**src/rtl/mm_pkg.sv**
```systemverilog
package mm_pkg;

  localparam int REGION_W = 2;

  typedef enum logic [REGION_W-1:0] {
    WIN_PRIMARY  = 2'b00,
    WIN_MIRROR_1 = 2'b01,
    WIN_MIRROR_2 = 2'b10,
    WIN_MIRROR_3 = 2'b11
  } window_e;

endpackage

```
**src/rtl/mm_reset_sync.sv**
```systemverilog
module mm_reset_sync #(
  parameter int STAGES = 2
) (
  input  logic clk,
  input  logic rst_n,
  output logic rst_sync_n
);

  logic [STAGES-1:0] sync_q;
  logic [STAGES-1:0] sync_d;

  always_comb begin
    sync_d = {sync_q[STAGES-2:0], 1'b1};
  end

  always_ff @(posedge clk or negedge rst_n) begin
    if (!rst_n) begin
      sync_q <= '0;
    end else begin
      sync_q <= sync_d;
    end
  end

  assign rst_sync_n = sync_q[STAGES-1];

endmodule

```
**src/rtl/mm_region_decode.sv**
```systemverilog
module mm_region_decode
  import mm_pkg::*;
#(
  parameter int OFS_W = 4
) (
  input  logic [OFS_W+REGION_W-1:0] addr,
  output window_e                   window,
  output logic [OFS_W-1:0]          offset
);

  always_comb begin
    window = window_e'(addr[OFS_W+REGION_W-1:OFS_W]);
    offset = addr[OFS_W-1:0];
  end

endmodule

```
**src/rtl/mm_req_accept.sv**
```systemverilog
module mm_req_accept (
  input  logic clk,
  input  logic rst_n,
  input  logic req_valid,
  input  logic req_write,
  output logic req_ready,
  output logic rd_fire,
  output logic wr_fire
);

  logic ready_q;
  logic ready_d;
  logic fire;

  always_comb begin
    ready_d = 1'b1;
    fire    = req_valid & ready_q;
    rd_fire = fire & ~req_write;
    wr_fire = fire & req_write;
  end

  always_ff @(posedge clk or negedge rst_n) begin
    if (!rst_n) begin
      ready_q <= 1'b0;
    end else begin
      ready_q <= ready_d;
    end
  end

  assign req_ready = ready_q;

endmodule

```
**src/rtl/mm_mirror_store.sv**
```systemverilog
module mm_mirror_store #(
  parameter int DATA_W = 32,
  parameter int OFS_W  = 4
) (
  input  logic              clk,
  input  logic              rst_n,
  input  logic              wr_en,
  input  logic [OFS_W-1:0]  wr_ofs,
  input  logic [DATA_W-1:0] wr_data,
  input  logic [OFS_W-1:0]  rd_ofs,
  output logic [DATA_W-1:0] rd_word
);

  localparam int DEPTH = 2 ** OFS_W;

  logic [DATA_W-1:0] word_q [DEPTH];
  logic [DEPTH-1:0]  filled_q;
  logic [DEPTH-1:0]  filled_d;
  logic [DEPTH-1:0]  word_we;

  // One enable per word; every window shares these words.
  generate
    for (genvar i = 0; i < DEPTH; i++) begin : g_word
      assign word_we[i] = wr_en && (wr_ofs == OFS_W'(i));

      always_ff @(posedge clk) begin
        if (word_we[i]) begin
          word_q[i] <= wr_data;
        end
      end
    end
  endgenerate

  always_comb begin
    filled_d = filled_q | word_we;
  end

  always_ff @(posedge clk or negedge rst_n) begin
    if (!rst_n) begin
      filled_q <= '0;
    end else begin
      filled_q <= filled_d;
    end
  end

  // A word not written since reset reads as zero.
  always_comb begin
    rd_word = filled_q[rd_ofs] ? word_q[rd_ofs] : '0;
  end

endmodule

```
**src/rtl/mm_read_rsp.sv**
```systemverilog
module mm_read_rsp
  import mm_pkg::*;
#(
  parameter int DATA_W = 32
) (
  input  logic              clk,
  input  logic              rst_n,
  input  logic              rd_fire,
  input  logic [DATA_W-1:0] rd_word,
  input  window_e           rd_window,
  output logic              rsp_valid,
  output logic [DATA_W-1:0] rsp_rdata,
  output logic [1:0]        rsp_region
);

  logic              valid_q, valid_d;
  logic [DATA_W-1:0] data_q, data_d;
  window_e           win_q, win_d;

  always_comb begin
    valid_d = rd_fire;
    data_d  = data_q;
    win_d   = win_q;
    if (rd_fire) begin
      data_d = rd_word;
      win_d  = rd_window;
    end
  end

  always_ff @(posedge clk or negedge rst_n) begin
    if (!rst_n) begin
      valid_q <= 1'b0;
      data_q  <= '0;
      win_q   <= WIN_PRIMARY;
    end else begin
      valid_q <= valid_d;
      data_q  <= data_d;
      win_q   <= win_d;
    end
  end

  assign rsp_valid  = valid_q;
  assign rsp_rdata  = data_q;
  assign rsp_region = win_q;

endmodule

```
**src/rtl/mirror_mem_ctrl.sv**
```systemverilog
module mirror_mem_ctrl
  import mm_pkg::*;
#(
  parameter int DATA_W = 32,
  parameter int OFS_W  = 4
) (
  input  logic              clk,
  input  logic              rst_n,
  input  logic              req_valid,
  output logic              req_ready,
  input  logic              req_write,
  input  logic [OFS_W+1:0]  req_addr,
  input  logic [DATA_W-1:0] req_wdata,
  output logic              rsp_valid,
  output logic [DATA_W-1:0] rsp_rdata,
  output logic [1:0]        rsp_region
);

  logic              rst_sync_n;
  logic              rd_fire;
  logic              wr_fire;
  window_e           req_window;
  logic [OFS_W-1:0]  req_offset;
  logic [DATA_W-1:0] rd_word;

  mm_reset_sync #(.STAGES(2)) u_rst (
    .clk        (clk),
    .rst_n      (rst_n),
    .rst_sync_n (rst_sync_n)
  );

  mm_req_accept u_accept (
    .clk       (clk),
    .rst_n     (rst_sync_n),
    .req_valid (req_valid),
    .req_write (req_write),
    .req_ready (req_ready),
    .rd_fire   (rd_fire),
    .wr_fire   (wr_fire)
  );

  mm_region_decode #(.OFS_W(OFS_W)) u_decode (
    .addr   (req_addr),
    .window (req_window),
    .offset (req_offset)
  );

  mm_mirror_store #(.DATA_W(DATA_W), .OFS_W(OFS_W)) u_store (
    .clk     (clk),
    .rst_n   (rst_sync_n),
    .wr_en   (wr_fire),
    .wr_ofs  (req_offset),
    .wr_data (req_wdata),
    .rd_ofs  (req_offset),
    .rd_word (rd_word)
  );

  mm_read_rsp #(.DATA_W(DATA_W)) u_rsp (
    .clk        (clk),
    .rst_n      (rst_sync_n),
    .rd_fire    (rd_fire),
    .rd_word    (rd_word),
    .rd_window  (req_window),
    .rsp_valid  (rsp_valid),
    .rsp_rdata  (rsp_rdata),
    .rsp_region (rsp_region)
  );

endmodule

```
**config.mk**
```make
export PLATFORM = sky130hd
export DESIGN_NAME = mirror_mem_ctrl
export DESIGN_NICKNAME = d
export VERILOG_FILES = /design/src/rtl/mm_pkg.sv /design/src/rtl/mm_reset_sync.sv /design/src/rtl/mm_region_decode.sv /design/src/rtl/mm_req_accept.sv /design/src/rtl/mm_mirror_store.sv /design/src/rtl/mm_read_rsp.sv /design/src/rtl/mirror_mem_ctrl.sv
export SDC_FILE = /design/constraint.sdc
export NUM_CORES = 1
export LEC_CHECK = 0
export BUFFER_PORTS_ARGS = -buffer_cell sky130_fd_sc_hd__buf_2
export CORE_AREA = 8 8 389 239
export CTS_CLUSTER_SIZE = 20
export DETAILED_ROUTE_END_ITERATION = 10
export DIE_AREA = 0 0 397 247
export PLACE_DENSITY = 0.42
export SYNTH_ARGS = -nofsm -noshare
export SYNTH_HDL_FRONTEND = slang
export SYNTH_SLANG_ARGS = --single-unit
export TNS_END_PERCENT = 1
```
**constraint.sdc**
```tcl
create_clock -name clk -period 2.52 [get_ports clk]
set_input_delay 0.504 -clock clk [delete_from_list [all_inputs] [get_ports clk]]
set_output_delay 0.504 -clock clk [all_outputs]
set_load 0.02 [all_outputs]
```
==> summary.md, run 1 <==
| Metric | Value |
|---|---|
| Outcome | `finished, final reports clean` |
| Dpl hpwl | `33,000 um` |
| GPL Wtd Cong | `0.689` |
| Post-CTS Resized | `0` |
| I/O Pins | `78` |
| Crit path buf inv count | `1` |
| Via count | `~10k` |
| Final-report max-slew violation count | `0` |
| Worst Hold Class | `input port to register` |
| Buffers on Ports | `between 70 and 80` |
| Synth area leader | `edfxtp_1` |
| DIE AREA | `just under 0.1 mm^2` |
| Fmax | `~520 MHz` |
| Crit end category | `register` |
| First-pass GRT wire length | `a little over 80,000 um` |
| Largest cells by area after synthesis | `edfxtp_1 (71%), mux4_2 (13%), dfrtp_1 (6.2%)` |
| Largest net degree at the start of global routing | `68` |
| Fin. Hold Viols | `0` |
| EDFF count, synth | `512` |
| Ys async rst share | `roughly a tenth` |
| Final nets | `roughly 1.2k` |
| DRC | `0` |
| Die extent in y | `247 um` |
| Core box area | `0.0869 mm^2` |
| TritonCTS Buffers | `55` |
| Cell count after placement | `~2.2k` |
| Synthesized area | `about 0.022 mm^2` |
| Fillers | `8,415` |
| Pre-CTS WS | `between 0.2 and 0.25 ns` |
| Relative slew slack | `between 30% and 40%` |
| CTS H-tree lvls | `2` |
| DP Area | `between 0.02 and 0.025 mm^2` |
| Tot GR Track Use | `a little under an eighth` |
| Sequential fraction of the synthesis area | `between 70% and 80%` |
| Max IR drop VDD | `about 440 uV` |
| Die X | `397 um` |
| Total congestion overflow | `0` |
| Critical-path cell list | `nand3_1 -> or3_1 -> nor3_4 -> buf_12` |
| Antenna violations before repair | `4` |
| Post-layout instance area | `approximately 0.026 mm^2` |
| Clock network power share | `between 40 and 50%` |
| Synth warn | `0` |
| Slowest-stage cell, CP | `or3_1` |
| Vias per cell | `around 4.4` |
| DR iter-0 viols | `around 780` |
| DRT antenna net count | `0` |
| Ys flop type | `edfxtp_1` |
| Switching pwr | `roughly 4.5 mW` |
| Post-synth top area share | `71.0%` |
| Number of global-route vias before repair | `about 11k` |
| RSZ-0062 raised after global routing | `no` |
| Setup violators final | `0` |
| Layout cells sized above 1 | `around 37%` |
| Seq pwr share | `about 52%` |
| Final Non-Filler Cells | `between 2k and 2.5k` |
| Critical path type | `register to register` |
| Leakage power | `about 8.5 nW` |
| P per Cell Area | `just under 800 mW/mm^2` |
| Min setup slack post-route | `around 0.6 ns` |
| Max-cap viol count | `0` |
| Mapped Cells | `974` |
| Routed len/inst | `25.0 um` |
| Slew @ Worst Pin | `~0.96 ns` |
| Critical-path maximum fanout | `33` |
| Starting density of the core | `about a quarter` |
| CTS clk-pin slew, worst paths | `0.06 ns` |
| Setup TNS | `0 ns` |
| Worst path max stage delay | `0.53 ns` |
| Critical path startpoint category | `register` |
| Num rows | `84` |
| Tmin final | `between 1.5 and 2 ns` |
| Final Routed Wirelength | `57,900 um` |
| Drt first pass iters | `5` |
| Clock root cell | `clkbuf_16` |
| Maximum clock path buffer count | `3` |
| CTS tree | `built` |
| CP delay by family, top | `simple AND/OR/NAND/NOR gates` |
| Crit path DAT | `2.21 ns` |
| Final worst path period share | `76.7%` |
| Unique masters post-synth | `30` |
| Gate power share | `around 6.7%` |
| Clock sink count | `approximately 570` |
| Layout Area Growth over Synthesis | `19.9%` |
| Synth Register Bits | `566` |
| Worst Path Required | `roughly 2.8 ns` |
| Internal power | `~16 mW` |
| Worst-Skew Late Latency | `around 0.61 ns` |
| Switching Share | `between 20% and 30%` |
| Mean Syn Cell Area | `22.2 um^2` |
| Final core utilization | `29.8%` |
| Clock Skew | `between 0.02 and 0.03 ns` |
## registers in the layout, indices dropped and copies added, names as in the netlist
name	cells
u_accept.req_ready	1
u_rsp.rsp_rdata	32
u_rsp.rsp_region	2
u_rsp.rsp_valid	1
u_rst.sync_q	2
u_store.filled_q	16
u_store.word_q	512
## power groups by stage
stage          Combinational (mW)  Clock [mW]  Sequential, mW
5_1_grt                      1.46        8.81            10.5
3_5_place_dp                 1.39           0            10.7
6_report                     1.35        8.23            10.5
3_3_place_gp                 1.38           0            10.7
4_1_cts                      1.39        8.47            10.5
2_1_floorplan               0.711           0            10.8
## per-layer routing
metal | track usage [%] | up-vias | routed length, um
met5 | 0 | - | 27
li1 | - | 4361 | -
met3 | 2.28 | 73 | 2720
met1 | 17.5 | 5622 | 28700
met2 | 17.5 | 219 | 25700
met4 | 2.26 | 4 | 846
## cell usage after synthesis, types with 3 or more instances
cell type  count
edfxtp_1     512
buf_4          4
buf_6         15
o31ai_1        6
nor2_2        25
o31ai_2       27
nor2_1        21
clkbuf_1      24
nor3_1         4
o21bai_1       3
mux4_2       126
mux4_1         6
or2_1         10
buf_2         11
nand2_1       40
a22o_1        66
dfrtp_1       54
## what timing repair did
action	CTS	global route
hold endpoints to repair	2	0
setup buffers	0	0
hold buffers	1	0
setup endpoints to repair	0	0
## area by class of cell
cell class	count	area, um^2	area share [%]
antenna	1	2.50	0.00965
clock buffer	74	1530	5.89
clock inverter	27	243	0.936
inverter	2	7.51	0.0289
multi-input combinational	350	4710	18.1
sequential	566	16700	64.5
tap	1161	1450	5.60
timing repair buffer	141	1270	4.91
## worst register-to-register path: cells and delay by family (launching register included)
| kind | cells | cell delay, ns |
|---|---|---|
| AND/OR/NAND/NOR | 3 | 0.91 |
| flip-flops | 1 | 0.39 |
| buffers and inverters | 1 | 0.30 |
## worst paths after layout
kind                                         startpoint  slack, ns                         endpoint  cells past startpoint
setup / recovery           u_accept.req_ready$_DFF_PN0_       0.59  u_store.word_q[0][13]$_DFFE_PP_                      4
hold / removal                              req_addr[4]       0.09  u_rsp.rsp_region[0]$_DFFE_PN0P_                      3
setup reg to reg           u_accept.req_ready$_DFF_PN0_       0.59  u_store.word_q[0][13]$_DFFE_PP_                      4
hold reg to reg               u_rst.sync_q[0]$_DFF_PN0_       0.35        u_rst.sync_q[1]$_DFF_PN0_                      0
max in group asynchronous     u_rst.sync_q[1]$_DFF_PN0_       1.41  u_rsp.rsp_rdata[27]$_DFFE_PN0P_                      0
min in group asynchronous                         rst_n       0.22        u_rst.sync_q[1]$_DFF_PN0_                      2
## per-stage QoR
step                power, mW  hold slack [ns]
finish                   20.1           0.0859
global route             20.8           0.0716
CTS                      20.4           0.0400
detailed placement       12.1            0.290
global placement         12.1            0.291
floorplan                11.5            0.208
## layout by cell type, fill, tap and decap left out, drive strengths merged
cell type,synthesis,layout
o21bai,3,3
dfrtp,54,54
and3,1,1
conb,1,2
nor3,4,4
clkinv,0,19
or2,12,12
diode,0,1
nand3b,2,2
nor2b,2,2
buf,33,140
mux4,132,132
clkbuf,24,74
nand2,40,40
nand2b,2,2
and2,1,1
nand3,2,2
nor2,47,47
a22o,66,66
dlygate4sd3,0,1
edfxtp,512,512
or3,1,1
o31ai,33,33
clkinvlp,0,2
bufinv,0,4
inv,2,4
## cells by family (layout without fill, tap and decap cells)
group / count (synthesis) / count (layout) / share of synthesized area [%]
flops: 566 / 566 / 77.3
mux: 132 / 132 / 13.8
simple gates: 114 / 114 / 2.59
compound gates: 102 / 102 / 4.54
buf+inv: 59 / 244 / 1.73
other cells: 1 / 3 / 0.0173
(Power assumes the default switching activity.)
==> run 2, diff against run 1 <==
--- a/config.mk
+++ b/config.mk
@@ -10,7 +10,7 @@
 export CTS_CLUSTER_SIZE = 20
 export DETAILED_ROUTE_END_ITERATION = 10
 export DIE_AREA = 0 0 397 247
-export PLACE_DENSITY = 0.42
+export PLACE_DENSITY = 0.43
 export SYNTH_ARGS = -nofsm -noshare
 export SYNTH_HDL_FRONTEND = slang
 export SYNTH_SLANG_ARGS = --single-unit
==> constraint.sdc (replaced) <==
create_clock -name clk -period 1.6 [get_ports clk]
set_input_delay 0.32 -clock clk [delete_from_list [all_inputs] [get_ports clk]]
set_output_delay 0.32 -clock clk [all_outputs]
set_load 0.02 [all_outputs]
==> run 2 against run 1 <==
The flow now finishes with violations (setup timing). Die area did not move. Sequential power up 57%. Non-clock buffer count increased by 68. Setup slack got worse by 0.74 ns. Routed wire length rose by 0.98%. Critical path depth grew 1. Core utilization grew 0.95 points. Clock-buffer cell count rose by 4.
==> summary.md, run 2 (synthesis gave the netlist of run 1 again) <==
| Metric | Value |
|---|---|
| Outcome | `finished, violations left` |
| Failing checks | `setup timing` |
| DIE AREA | `0.0981 mm^2 (unchanged)` |
| Clock root cell | `clkbuf_16` |
| First-pass GRT wire length | `84,300 um (+2.8%)` |
| Most frequent cells in the layout | `edfxtp_1 (512), mux4_2 (126), buf_2 (71)` |
| Hold EP | `u_store.word_q[4][11]$_DFFE_PP_` |
| Buffers on Ports | `77 (unchanged)` |
| FF-to-FF setup slack | `-0.16 ns (-0.74 ns)` |
| Number of global-route vias before repair | `11.2k (+6.0%)` |
| Clock network power share | `39.3% (-1.7 points)` |
| DRT antenna net count | `0 (unchanged)` |
| Pre-CTS WS | `-0.476 ns (-0.687 ns)` |
| Die extent in y | `247 um (unchanged)` |
| Vias per cell | `4.38 (-1.1%)` |
| Storage element area | `0.0167 mm^2 (about the same)` |
| Fillers | `8,378 (-0.44%)` |
| Worst Path Required | `1.90 ns (-0.90 ns)` |
| Total congestion overflow | `0 (unchanged)` |
| Min setup slack post-route | `-0.157 ns (-0.744 ns)` |
| I/O Pins | `78 (unchanged)` |
| Worst-Skew Late Latency | `0.62 ns (about the same)` |
| DRC | `0 (unchanged)` |
| FF-to-FF path depth | `5 (+1)` |
| Most flop-heavy register | `u_store.word_q` |
| RSZ-0062 raised after global routing | `yes` |
| CTS tree | `built` |
| Design Power | `31.0 mW (+54%)` |
| GPL Wtd Cong | `0.700 (+1.7%)` |
| Antenna violations before repair | `4 (unchanged)` |
| TritonCTS Buffers | `54 (-1.8%)` |
| HP Start | `req_wdata[11]` |
| Final Routed Wirelength | `58,500 um (+0.98%)` |
| Fin. Hold Viols | `0 (unchanged)` |
| Setup violators final | `313 (+313)` |
| Num rows | `84 (unchanged)` |
| Die X | `397 um (unchanged)` |
| Core box area | `0.0869 mm^2 (unchanged)` |
| Most common cell after layout, fill and taps aside | `edfxtp_1` |
| Layout Area Growth over Synthesis | `23.7%` |
| Final nets | `1,225 (+5.8%)` |
| Layout cells sized above 1 | `39.5% (+2.9 points)` |
| Critical path type | `register to register` |
| Drt first pass iters | `4 (-1)` |
| Clock sink count | `566 (unchanged)` |
| CTS H-tree lvls | `2 (unchanged)` |
| Reg2Reg Launch Point | `u_accept.req_ready$_DFF_PN0_` |
| Critical-path maximum fanout | `14 (-58%)` |
| R2r endpoint | `u_store.word_q[1][11]$_DFFE_PP_` |
| Internal power | `24.0 mW (+54%)` |
| Critical path startpoint category | `register` |
| Crit end category | `register` |
| Leakage power | `8.83 nW (+4.4%)` |
| Tmin final | `1.76 ns (-0.176 ns)` |
| Maximum clock path buffer count | `3 (unchanged)` |
| Switching pwr | `7.04 mW (+56%)` |
| Area occupied by multi-input gates | `0.00475 mm^2 (+0.88%)` |
| Gate power share | `7.4% (+0.7 points)` |
| Routed len/inst | `24.5 um (-1.9%)` |
| WHS Path Cells | `1 (-2)` |
| Dpl hpwl | `36,700 um (+11%)` |
| CTS clk-pin slew, worst paths | `0.06 ns (about the same)` |
| Starting density of the core | `24.9% (unchanged)` |
| Final-report max-slew violation count | `0 (unchanged)` |
| Via count | `10.5k (+1.8%)` |
| P per Cell Area | `1160 mW/mm^2 (+50%)` |
| Fmax | `569 MHz (+10%)` |
| Switching Share | `22.7% (+0.24 points)` |
| Crit path DAT | `2.06 ns (-0.15 ns)` |
| Clock Skew | `0.0181 ns (-0.00747 ns)` |
| Max FFs per register | `512 (unchanged)` |
| Seq pwr share | `53.3% (+1.0 points)` |
| Worst Hold Class | `input port to register` |
| DR iter-0 viols | `747 (-4.5%)` |
| Tot GR Track Use | `11.8% (+0.15 points)` |
| Largest net degree at the start of global routing | `41 (-40%)` |
| Final worst path period share | `110% (+33 points)` |
| Max IR drop VDD | `662 uV (+49%)` |
| Max-cap viol count | `0 (unchanged)` |
[run 2: cell types whose count changed in the layout (fill, tap and decap cells not counted), moves of 2 or more]
cell           change
buf_4             +32
buf_12            +19
buf_6             +11
clkbuf_1           +8
clkinv_2           -6
buf_2              -4
clkinv_1           +4
buf_16             +3
bufinv_16          -3
clkbuf_8           -3
dlygate4sd3_1      +3
nand3_1            -2
[run 2: routing by layer]
| metal | share of wire, % | GRT usage (%) |
|---|---|---|
| met1 | 52 | 18.0 |
| met2 | 43 | 17.2 |
| met3 | 4.5 | 2.45 |
| met4 | 1.4 | 2.25 |
| met5 | 0.036 | 0 |
[run 2: layout make-up]
| class | instances | area share (%) |
|---|---|---|
| flip-flops and latches | 566 | 62.5 |
| well taps | 1161 | 5.43 |
| repair buffers | 209 | 8.15 |
| inverters | 2 | 0.0280 |
| diodes | 2 | 0.0187 |
| multi-input cells | 350 | 17.7 |
| clock buffers | 78 | 5.57 |
| clock inverters | 23 | 0.575 |
[run 2: repair_timing]
item	CTS	global route
endpoints found under the hold margin	4	0
gates cloned	1	2
setup buffers	3	2
gates resized for setup	23	10
pin swaps	22	4
hold buffers	4	0
setup endpoints to repair	520	535
[run 2: power groups by stage]
stage / logic [mW] / clock network, mW / registers, mW
floorplan: 1.13 / 0 / 17.0
global placement: 2.30 / 0 / 16.8
detailed placement: 2.32 / 0 / 16.8
CTS: 2.35 / 12.6 / 16.5
global route: 2.49 / 13.2 / 16.6
finish: 2.31 / 12.2 / 16.5
[run 2: worst max path at each step]
stage / from / endpoint / slack, ns / depth (start not counted)
finish: u_accept.req_ready$_DFF_PN0_ / u_store.word_q[1][11]$_DFFE_PP_ / -0.16 / 5
global route: u_store.filled_q[11]$_DFF_PN0_ / u_rsp.rsp_rdata[8]$_DFFE_PN0P_ / -0.22 / 5
CTS: u_accept.req_ready$_DFF_PN0_ / u_store.word_q[11][10]$_DFFE_PP_ / -0.19 / 5
detailed placement: req_addr[0] / u_rsp.rsp_rdata[31]$_DFFE_PN0P_ / -0.48 / 7
global placement: req_addr[0] / u_rsp.rsp_rdata[17]$_DFFE_PN0P_ / -0.47 / 7
floorplan: u_accept.req_ready$_DFF_PN0_ / u_store.word_q[12][0]$_DFFE_PP_ / -0.60 / 3
[run 2: through the flow]
| stage | utilization, % | TNS, ns | std cells | area (um^2) | hold WS (ns) |
|---|---|---|---|---|---|
| finish | 30.8 | -23.83 | 2391 | 26800 | 0.0803 |
| global route | 30.8 | -40.53 | 2389 | 26800 | 0.0650 |
| CTS | 30.7 | -33.52 | 2385 | 26700 | 0.0341 |
| detailed placement | 28.5 | -107.89 | 2276 | 24800 | 0.107 |
| global placement | 28.5 | -106.56 | 2276 | 24800 | 0.107 |
| floorplan | - | -301.41 | 975 | 21800 | 0.0244 |
[run 2: worst max-delay path: stages (launching register included)]
cell and delay [ns]:
dfrtp_2 0.39, nand3_4 0.11, or3_4 0.41, buf_6 0.14
nor2_4 0.16, buf_12 0.21
==> run 3, diff against run 2 <==
--- a/config.mk
+++ b/config.mk
@@ -6,11 +6,11 @@
 export NUM_CORES = 1
 export LEC_CHECK = 0
 export BUFFER_PORTS_ARGS = -buffer_cell sky130_fd_sc_hd__buf_2
-export CORE_AREA = 8 8 389 239
+export CORE_AREA = 8 8 293 181
 export CTS_CLUSTER_SIZE = 20
 export DETAILED_ROUTE_END_ITERATION = 10
-export DIE_AREA = 0 0 397 247
-export PLACE_DENSITY = 0.43
+export DIE_AREA = 0 0 301 189
+export PLACE_DENSITY = 0.66
 export SYNTH_ARGS = -nofsm -noshare
 export SYNTH_HDL_FRONTEND = slang
 export SYNTH_SLANG_ARGS = --single-unit
==> run 3 against run 2 <==
The flow still finishes with violations (setup timing). Register-to-register slack hardly changed. Via count is 1.0% higher. Routed wire length is 14% lower. Critical path depth is 1 higher. Non-clock buffer count is 3 lower. Sequential power hardly changed. Clock skew is 0.0047 ns lower. Sequential cell count stayed put. Global-route usage is 5.9 points higher. Clock-buffer cell count is 10 lower. Critical endpoint is now u_rsp.rsp_rdata[3]$_DFFE_PN0P_. Highest routed layer unchanged.
==> summary.md, run 3 (synthesis gave the netlist of run 1 again) <==
| Metric | Value |
|---|---|
| Ant diodes | `0 (-2)` |
| Final Routed Wirelength | `50,400 um (-14%)` |
| Most common cell after layout, fill and taps aside | `edfxtp_1` |
| Setup violators final | `223 (-29%)` |
| Most flop-heavy register | `u_store.word_q` |
| Via count | `10.6k (+1.0%)` |
| Crit end category | `register` |
| DR iter-0 viols | `960 (+29%)` |
| Layout cells sized above 1 | `39.3% (-0.24 points)` |
| Starting density of the core | `44.4% (+20 points)` |
| Tot GR Track Use | `17.7% (+5.9 points)` |
| CTS H-tree lvls | `2 (unchanged)` |
| Layout Area Growth over Synthesis | `19.3%` |
| Reg2Reg Launch Point | `u_store.filled_q[3]$_DFF_PN0_` |
| Num rows | `63 (-25%)` |
| TritonCTS Buffers | `49 (-9.3%)` |
| Outcome | `finished, violations left` |
| Clock Skew | `0.0135 ns (-0.00465 ns)` |
| I/O Pins | `78 (unchanged)` |
| Routed len/inst | `27.0 um (+11%)` |
| Clock root cell | `clkbuf_16` |
| Maximum clock path buffer count | `3 (unchanged)` |
| R2r endpoint | `u_rsp.rsp_rdata[3]$_DFFE_PN0P_` |
| P per Cell Area | `1170 mW/mm^2 (+0.99%)` |
| Worst Hold Class | `input port to asynchronous set/reset pin` |
| Largest net degree at the start of global routing | `27 (-34%)` |
| Fillers | `3,736 (-55%)` |
| Max FFs per register | `512 (unchanged)` |
| Most frequent cells in the layout | `edfxtp_1 (512), mux4_2 (126), buf_2 (74)` |
| Final core utilization | `53.0% (+22 points)` |
| Final-report max-slew violation count | `0 (unchanged)` |
| Number of global-route vias before repair | `11.2k (-0.30%)` |
| Buffers on Ports | `77 (unchanged)` |
| DRC | `0 (unchanged)` |
| Min Hold Slack | `0.0652 ns (-0.0150 ns)` |
| FF-to-FF path depth | `6 (+1)` |
| Final worst path period share | `110% (about the same)` |
| Core box area | `0.0487 mm^2 (-44%)` |
| Max IR drop VDD | `884 uV (+33%)` |
| Relative slew slack | `between 60% and 70%` |
| FF-to-FF setup slack | `-0.16 ns (about the same)` |
| Final nets | `1,217 (-0.65%)` |
| DRT antenna net count | `0 (unchanged)` |
| Dpl hpwl | `30,900 um (-16%)` |
| First-pass GRT wire length | `75,000 um (-11%)` |
| Max-cap viol count | `0 (unchanged)` |
| Crit path DAT | `2.19 ns (+0.13 ns)` |
| Clock sink count | `566 (unchanged)` |
| Vias per cell | `5.67 (+30%)` |
| Critical path type | `register to register` |
| Tmin final | `1.76 ns (-0.00137 ns)` |
| Worst Path Required | `2.04 ns (+0.14 ns)` |
| Total congestion overflow | `0 (unchanged)` |
| CTS tree | `built` |
| DIE AREA | `0.0569 mm^2 (-42%)` |
| RSZ-0062 raised after global routing | `yes` |
| Critical path startpoint category | `register` |
| Critical-path maximum fanout | `10 (-4)` |
| Antenna violations before repair | `4 (unchanged)` |
| GPL Wtd Cong | `0.755 (+7.8%)` |
| Drt first pass iters | `5 (+1)` |
| Die X | `301 um (-24%)` |
| Leakage power | `8.72 nW (-1.2%)` |
| Fmax | `569 MHz (about the same)` |
| Fin. Hold Viols | `0 (unchanged)` |
| CTS clk-pin slew, worst paths | `0.07 ns (about the same)` |
| Final Non-Filler Cells | `1,865 (-22%)` |
| Slew @ Worst Pin | `0.574 ns` |
| Min setup slack post-route | `-0.156 ns (+0.00137 ns)` |
| Cell count after placement | `1,766 (-22%)` |
| Die extent in y | `189 um (-23%)` |
| Worst-Skew Late Latency | `0.57 ns (-0.05 ns)` |
| Failing checks | `setup timing` |
## run 3: layer usage
layer	routed length (um)	GRT usage [%]
met4	695	2.74
met3	3650	3.76
met5	23	0
met2	23200	27.4
met1	22900	26.4
## run 3: layout make-up
| type | instances | area, um^2 | share of cell area (%) |
|---|---|---|---|
| inverters | 2 | 7.51 | 0.0291 |
| well taps | 650 | 813 | 3.15 |
| multi-input cells | 350 | 4740 | 18.3 |
| clock buffers | 68 | 1350 | 5.23 |
| repair buffers | 206 | 2020 | 7.84 |
| clock inverters | 23 | 168 | 0.649 |
| flip-flops and latches | 566 | 16700 | 64.8 |
## run 3: how the worst max path moves through the flow
| stage | cells past startpoint | startpoint | end | slack, ns |
|---|---|---|---|---|
| finish | 6 | u_store.filled_q[3]$_DFF_PN0_ | u_rsp.rsp_rdata[3]$_DFFE_PN0P_ | -0.16 |
| global route | 6 | u_store.filled_q[3]$_DFF_PN0_ | u_rsp.rsp_rdata[3]$_DFFE_PN0P_ | -0.20 |
| CTS | 6 | u_store.filled_q[3]$_DFF_PN0_ | u_rsp.rsp_rdata[3]$_DFFE_PN0P_ | -0.14 |
| detailed placement | 6 | req_addr[0] | u_rsp.rsp_rdata[8]$_DFFE_PN0P_ | -0.41 |
| global placement | 7 | req_addr[0] | u_rsp.rsp_rdata[1]$_DFFE_PN0P_ | -0.38 |
| floorplan | 3 | u_accept.req_ready$_DFF_PN0_ | u_store.word_q[12][0]$_DFFE_PP_ | -0.60 |
## run 3: metrics by stage
| stage | power [mW] | setup TNS, ns | instance area (um^2) | worst slack [ns] |
|---|---|---|---|---|
| finish | 30.2 | -10.64 | 25800 | -0.156 |
| global route | 31.2 | -28.25 | 25800 | -0.198 |
| CTS | 30.5 | -11.74 | 25800 | -0.144 |
| detailed placement | 19.1 | -120.59 | 24100 | -0.405 |
| global placement | 19.0 | -118.36 | 24100 | -0.383 |
| floorplan | 18.1 | -301.41 | 21800 | -0.604 |
## run 3: report_power, final
group | leakage [nW] | internal [mW] | switching, mW | total, mW
logic | 2.68 | 1.02 | 1.31 | 2.33
registers | 5.31 | 16.4 | 0.148 | 16.5
clock network | 0.733 | 6.23 | 5.13 | 11.4
total | 8.72 | 23.6 | 6.59 | 30.2
## run 3: critical path: stages (launching register included)
cell and delay, ns:
dfrtp_1 0.38, mux4_2 0.47, a22o_1 0.25, nor2_4 0.15
buf_4 0.14, buf_12 0.15, o31ai_1 0.09
## run 3: repair_timing
item | CTS | global route
hold endpoints to repair | 4 | 0
hold buffers | 3 | 0
pin swaps | 12 | 4
cloned | 2 | 0
endpoints found under the setup margin | 370 | 503
gates resized for setup | 15 | 9
setup buffers | 3 | 1
